`config.mk`:
```
export PLATFORM = sky130hd
export DESIGN_NAME = regwin_adapter
export DESIGN_NICKNAME = d
export VERILOG_FILES = /design/src/rtl/regwin_adapter.sv
export SDC_FILE = /design/constraint.sdc
export NUM_CORES = 1
export LEC_CHECK = 0
export BUFFER_PORTS_ARGS = -buffer_cell sky130_fd_sc_hd__clkbuf_2
export CAP_MARGIN = 20
export CELL_PAD_IN_SITES_DETAIL_PLACEMENT = 2
export CELL_PAD_IN_SITES_GLOBAL_PLACEMENT = 2
export CORE_ASPECT_RATIO = 0.8
export CORE_MARGIN = 2
export CORE_UTILIZATION = 29
export CTS_CLUSTER_DIAMETER = 80
export DETAILED_ROUTE_END_ITERATION = 10
export GPL_ROUTABILITY_DRIVEN = 0
export PLACE_DENSITY_LB_ADDON = 0.1
export SYNTH_ARGS = -nofsm -noshare
export SYNTH_HDL_FRONTEND = slang
export SYNTH_SLANG_ARGS = --single-unit
```
`constraint.sdc`:
```
create_clock -name clk -period 2.1 [get_ports clk]
set_clock_uncertainty 0.15 [all_clocks]
set_input_delay 0 -clock clk [delete_from_list [all_inputs] [get_ports clk]]
set_output_delay 0 -clock clk [all_outputs]
set_load 0.05 [all_outputs]
```
`src/rtl/regwin_adapter.sv`:
```
module regwin_adapter #(
  parameter int AW       = 7,
  parameter int CORE_END = 'h40,
  parameter int DMA_END  = 'h60,
  parameter int CTL_WORD = 'h70
) (
  input  logic          clk,
  input  logic          rst_n,
  input  logic          h_valid,
  output logic          h_ready,
  input  logic          h_we,
  input  logic [AW-1:0] h_addr,
  input  logic [2:0]    h_size,
  input  logic [31:0]   h_wdata,
  output logic          h_done,
  output logic          h_err,
  output logic [31:0]   h_rdata,
  output logic          t_rd,
  output logic          t_wr,
  output logic [2:0]    t_sel,
  output logic [3:0]    t_idx,
  output logic [31:0]   t_wdata,
  input  logic [31:0]   core_rdata,
  input  logic [31:0]   core_wcopy,
  input  logic [31:0]   dma_rdata,
  input  logic [31:0]   ctl_rdata
);
  localparam logic [AW-1:0] CORE_E = AW'(CORE_END);
  localparam logic [AW-1:0] DMA_E  = AW'(DMA_END);
  localparam logic [AW-1:0] CTL_W  = AW'(CTL_WORD);

  typedef enum logic [1:0] {S_IDLE, S_READ, S_FETCH, S_WRITE} st_t;
  st_t st;

  logic          we_q, narrow_q;
  logic [1:0]    off_q;
  logic [2:0]    size_q;
  logic [31:0]   wdata_q, merge_q;
  logic [2:0]    sel_q;
  logic [3:0]    idx_q;

  wire accept = h_valid && h_ready;
  wire size_bad = (h_size == 3'd0) || (h_size > 3'd4);
  wire crosses = ({2'b00, h_addr[1:0]} + {1'b0, h_size}) > 4'd4;
  wire [AW-1:0] dma_off = h_addr - CORE_E;
  wire [AW-1:0] word_addr = {h_addr[AW-1:2], 2'b00};

  logic [2:0] a_sel;
  logic [3:0] a_idx;
  always_comb begin
    a_sel = 3'b000;
    a_idx = 4'd0;
    if (h_addr < CORE_E) begin
      a_sel = 3'b001;
      a_idx = h_addr[5:2];
    end else if (h_addr < DMA_E) begin
      a_sel = 3'b010;
      a_idx = dma_off[5:2];
    end else if (word_addr == CTL_W) begin
      a_sel = 3'b100;
    end
  end

  wire [31:0] lane = (size_q == 3'd1) ? 32'h0000_00FF :
                     (size_q == 3'd2) ? 32'h0000_FFFF :
                     (size_q == 3'd3) ? 32'h00FF_FFFF : 32'hFFFF_FFFF;
  wire [4:0]  shamt = {off_q, 3'b000};
  wire [31:0] lane_sh = lane << shamt;

  wire [31:0] read_src  = sel_q[0] ? core_rdata : sel_q[1] ? dma_rdata : ctl_rdata;
  wire [31:0] fetch_src = sel_q[0] ? core_wcopy : sel_q[1] ? dma_rdata : ctl_rdata;
  wire [31:0] extracted = (read_src >> shamt) & lane;
  wire [31:0] merged    = (fetch_src & ~lane_sh) | ((wdata_q & lane) << shamt);

  assign h_ready = (st == S_IDLE);
  assign t_rd    = (st == S_READ) || (st == S_FETCH);
  assign t_wr    = (st == S_WRITE);
  assign t_sel   = (st == S_IDLE) ? 3'b000 : sel_q;
  assign t_idx   = idx_q;
  assign t_wdata = narrow_q ? merge_q : wdata_q;

  always_ff @(posedge clk or negedge rst_n) begin
    if (!rst_n) begin
      st       <= S_IDLE;
      h_done   <= 1'b0;
      h_err    <= 1'b0;
      h_rdata  <= '0;
      we_q     <= 1'b0;
      narrow_q <= 1'b0;
      off_q    <= '0;
      size_q   <= '0;
      wdata_q  <= '0;
      merge_q  <= '0;
      sel_q    <= '0;
      idx_q    <= '0;
    end else begin
      h_done <= 1'b0;
      case (st)
        S_IDLE: if (accept) begin
          we_q    <= h_we;
          off_q   <= h_addr[1:0];
          size_q  <= h_size;
          wdata_q <= h_wdata;
          sel_q   <= a_sel;
          idx_q   <= a_idx;
          if (size_bad || crosses) begin
            h_done  <= 1'b1;
            h_err   <= 1'b1;
            h_rdata <= '0;
          end else if (a_sel == 3'b000) begin
            h_done  <= 1'b1;
            h_err   <= 1'b0;
            h_rdata <= '0;
          end else if (!h_we) begin
            st <= S_READ;
          end else if (h_addr[1:0] == 2'd0 && h_size == 3'd4) begin
            narrow_q <= 1'b0;
            st       <= S_WRITE;
          end else begin
            narrow_q <= 1'b1;
            st       <= S_FETCH;
          end
        end
        S_READ: begin
          h_rdata <= extracted;
          h_err   <= 1'b0;
          h_done  <= 1'b1;
          st      <= S_IDLE;
        end
        S_FETCH: begin
          merge_q <= merged;
          st      <= S_WRITE;
        end
        S_WRITE: begin
          h_rdata <= '0;
          h_err   <= 1'b0;
          h_done  <= 1'b1;
          st      <= S_IDLE;
        end
        default: st <= S_IDLE;
      endcase
    end
  end

  AST_SEL_ONEHOT: assert property (@(posedge clk) disable iff (!rst_n) $onehot0(t_sel));
  AST_STROBE_TARGETED: assert property (@(posedge clk) disable iff (!rst_n)
    (t_rd || t_wr) |-> (t_sel != 3'b000) && !(t_rd && t_wr));
  AST_BUSY_WHILE_STROBE: assert property (@(posedge clk) disable iff (!rst_n)
    (t_rd || t_wr) |-> !h_ready);
  AST_FETCH_THEN_WRITE: assert property (@(posedge clk) disable iff (!rst_n)
    (st == S_FETCH) |=> t_wr && $stable(t_sel) && $stable(t_idx));
  AST_MERGE_KEEPS: assert property (@(posedge clk) disable iff (!rst_n)
    (t_wr && narrow_q) |-> (((t_wdata ^ $past(fetch_src)) & ~$past(lane_sh)) == 32'd0));
  AST_ERR_ZERO: assert property (@(posedge clk) disable iff (!rst_n)
    (h_done && h_err) |-> (h_rdata == 32'd0));
endmodule

```
==> summary.md <==
| Metric | Value |
|---|---|
| Min Hold Slack | `17.7 ps` |
| Flop2flop setup slack | `-120 ps` |
| Most frequent cells in the layout | `clkbuf_2 (248), dfrtp_1 (106), mux2_2 (104), dlygate4sd3_1 (96), buf_4 (56)` |
| Library cells used by synthesis | `54` |
| Synth Area in XOR/XNOR | `0.00233` |
| Vias/cell | `5.25` |
| Vias in the first global route | `8363` |
| Simple-Gate Fraction of Synth Area | `0.109` |
| I/O Buffers | `249` |
| Syn Nets | `847` |
| Fin nets | `1227` |
| Row Count | `52` |
| Final Critical Period | `2220 ps` |
| Overflow after GRT | `0` |
| First-pass GRT wire length | `50.9 mm` |
| Routed wire per std cell | `24.7 um` |
| Initial antenna violation count | `0` |
| Sequential share of the synthesized area | `0.377` |
| TNS Setup | `-1340 ps` |
| Synth Area in Adders | `0.0143` |
| CP Cell Sequence | `buf_12 -> mux2_2 -> mux4_2 -> a32o_1 -> mux2_4` |
| Syn_area_per_cell | `11.3 sq um` |
| VDD IR max | `0.708 mV` |
| Final Cell Area | `0.0113 sq mm` |
| CP top delay family | `multiplexers` |
| Hold Violations, Final | `0` |
| Max incr delay on CP | `490 ps` |
| Area delta synth->final | `50.7%` |
| Reg clk slew, reported paths | `60 ps` |
| Total track usage | `0.252` |
| Hold Path Class | `in -> reg` |
| Slew Viols, Final | `0` |
| Clk root buf | `clkbuf_16` |
| Drt initial violations | `352` |
| Final setup violation count | `22` |
| Clock Path Buffers | `2` |
| H-tree Lvls | `4` |
| Arrival time worst endpoint | `2380 ps` |
| RSZ-0062 raised after global routing | `true` |
| Largest family of logic cells by synthesized area | `multiplexers` |
| Pre-Repair DR Iteration Count | `4` |
| Dpl cell area | `0.00956 sq mm` |
| Mux contribution to synthesized area | `0.313` |
| Clock sink count | `113` |
| Core area | `0.0254 sq mm` |
| Synth warn | `0` |
| Clk_lat worst skew | `420 ps` |
| Worst Setup End Kind | `flip-flop` |
| Layout cell share with drive strength beyond 1 | `0.510` |
| Crit Path Category | `reg -> reg` |
| Ant diodes | `0` |
| Detailed-route via count | `7251` |
| Fraction of registers with async set/reset | `1.00` |
| Ys flop type | `dfrtp_1` |
| Die width | `184 um` |
| Die H | `148 um` |
| Buf/Inv on CP | `1` |
| PnR Total Power | `19.6 mW` |
| Worst-Margin Slew | `646 ps` |
| CTS tree | `built` |
| Largest net degree at the start of global routing | `65` |
| CP required | `2260 ps` |
| Status | `finished, violations left` |
| Most common cell after layout, fill and taps aside | `clkbuf_2` |
| Max-Cap Viols | `0` |
| Dpl hpwl | `25.1 mm` |
| Setup slack after layout | `-120 ps` |
| Total Wirelength | `34.1 mm` |
| Post-synth EDFFs | `0` |
| Initial Utilization | `0.296` |
| Die ar. | `0.0272 sq mm` |
| Post-route ant nets | `0` |
| Power Density | `1740 mW/mm^2` |
| Critical Path Source Type | `flip-flop` |
| Tcrit/Tclk final | `1.06` |
| Syn Inst Count | `665` |
| Crit path max fanout | `24` |
| Drt drc | `0` |
| Total I/O pin count | `250` |
| TritonCTS buffer count | `17` |
| Leakage power | `5.12 nW` |
| Register bit total from synthesis | `113` |
| Compound-Gate Fraction of Synth Area | `0.141` |
| Place WS | `-153 ps` |
| Area of the mapped netlist | `0.00751 sq mm` |
| Max_slew headroom | `0.565` |
| Failing checks | `negative setup slack` |
| Peak Freq | `450 MHz` |
| Slowest-stage cell, CP | `mux4_2` |
[cells by family (layout without fill, tap and decap cells)]
group	after synthesis	in the layout
adders and majority gates	8	8
buffers and inverters	69	462
DFF	113	113
and+or+nand+nor	150	150
muxes	182	182
xor gates and xnor gates	2	2
AOI/OAI and AO/OA	141	141
[registers in the layout, summed over array words and instances (netlist names)]
signal and cells:
h_err 1, t_idx 4, wdata_q 32, size_q 3
off_q 2, narrow_q 1, h_rdata 32, st 2
sel_q 3, merge_q 32, h_done 1
[through the flow]
stage,std cells,util
floorplan,665,-
global placement,1247,0.377
detailed placement,1247,0.377
CTS,1377,0.441
global route,1382,0.446
finish,1382,0.446
[final timing paths]
check / depth (start not counted) / start / endpoint
worst max-delay path: 5 / sel_q[1] / h_rdata[9]
worst min-delay path: 5 / ctl_rdata[31] / h_rdata[31]
worst max register to register: 5 / sel_q[1] / h_rdata[9]
worst min register to register: 1 / merge_q[0] / merge_q[0]
max in group asynchronous: 4 / rst_n / st[1]
min in group asynchronous: 3 / rst_n / h_rdata[1]
[timing repair]
action | CTS | global route
setup endpoints to repair | 30 | 49
gates cloned | 0 | 2
pin swaps | 2 | 6
setup buffers | 1 | 3
resized for setup | 8 | 15
endpoints found under the hold margin | 210 | 0
hold buffers | 97 | 0
[per-layer routing]
layer | share of wire | track usage
met2 | 0.51 | 0.451
met1 | 0.41 | 0.313
met4 | 0.016 | 0.0652
met5 | 0 | 0
met3 | 0.057 | 0.0448
[power breakdown]
part	leakage (nW)	switching (mW)	internal, mW
clock network	0.289	1.14	1.89
registers	1.36	0.985	3.16
logic	3.47	7.43	5.02
total	5.12	9.56	10.1
[tightest hold or removal path, delay by kind of cell]
family | cells | cell delay (ps)
muxes | 3 | 380
and+or+nand+nor | 1 | 100
buffers and inverters | 1 | 80
[layout make-up]
class	instances	area, sq um
timing repair buffer	416	2950
clock buffer	19	443
clock inverter	13	163
fill	2664	14100
inverter	14	52.6
tap	324	405
multi-input combinational	483	4460
sequential	113	2840
[cell usage after synthesis (13+ instances only)]
library cell    n  area [sq um]
nand2_1        25          93.8
clkbuf_1       29           109
mux2i_1        32           320
mux2_2        105          1180
nand2b_1       32           200
o211ai_1       27           203
o21a_1         18           135
nor2b_1        26           163
nor2_1         35           131
inv_1          13          48.8
mux2_4         19           285
buf_2          16          80.1
dfrtp_1       113          2830
mux4_2         24           541
No activity file was read; power rests on OpenSTA's default activity.
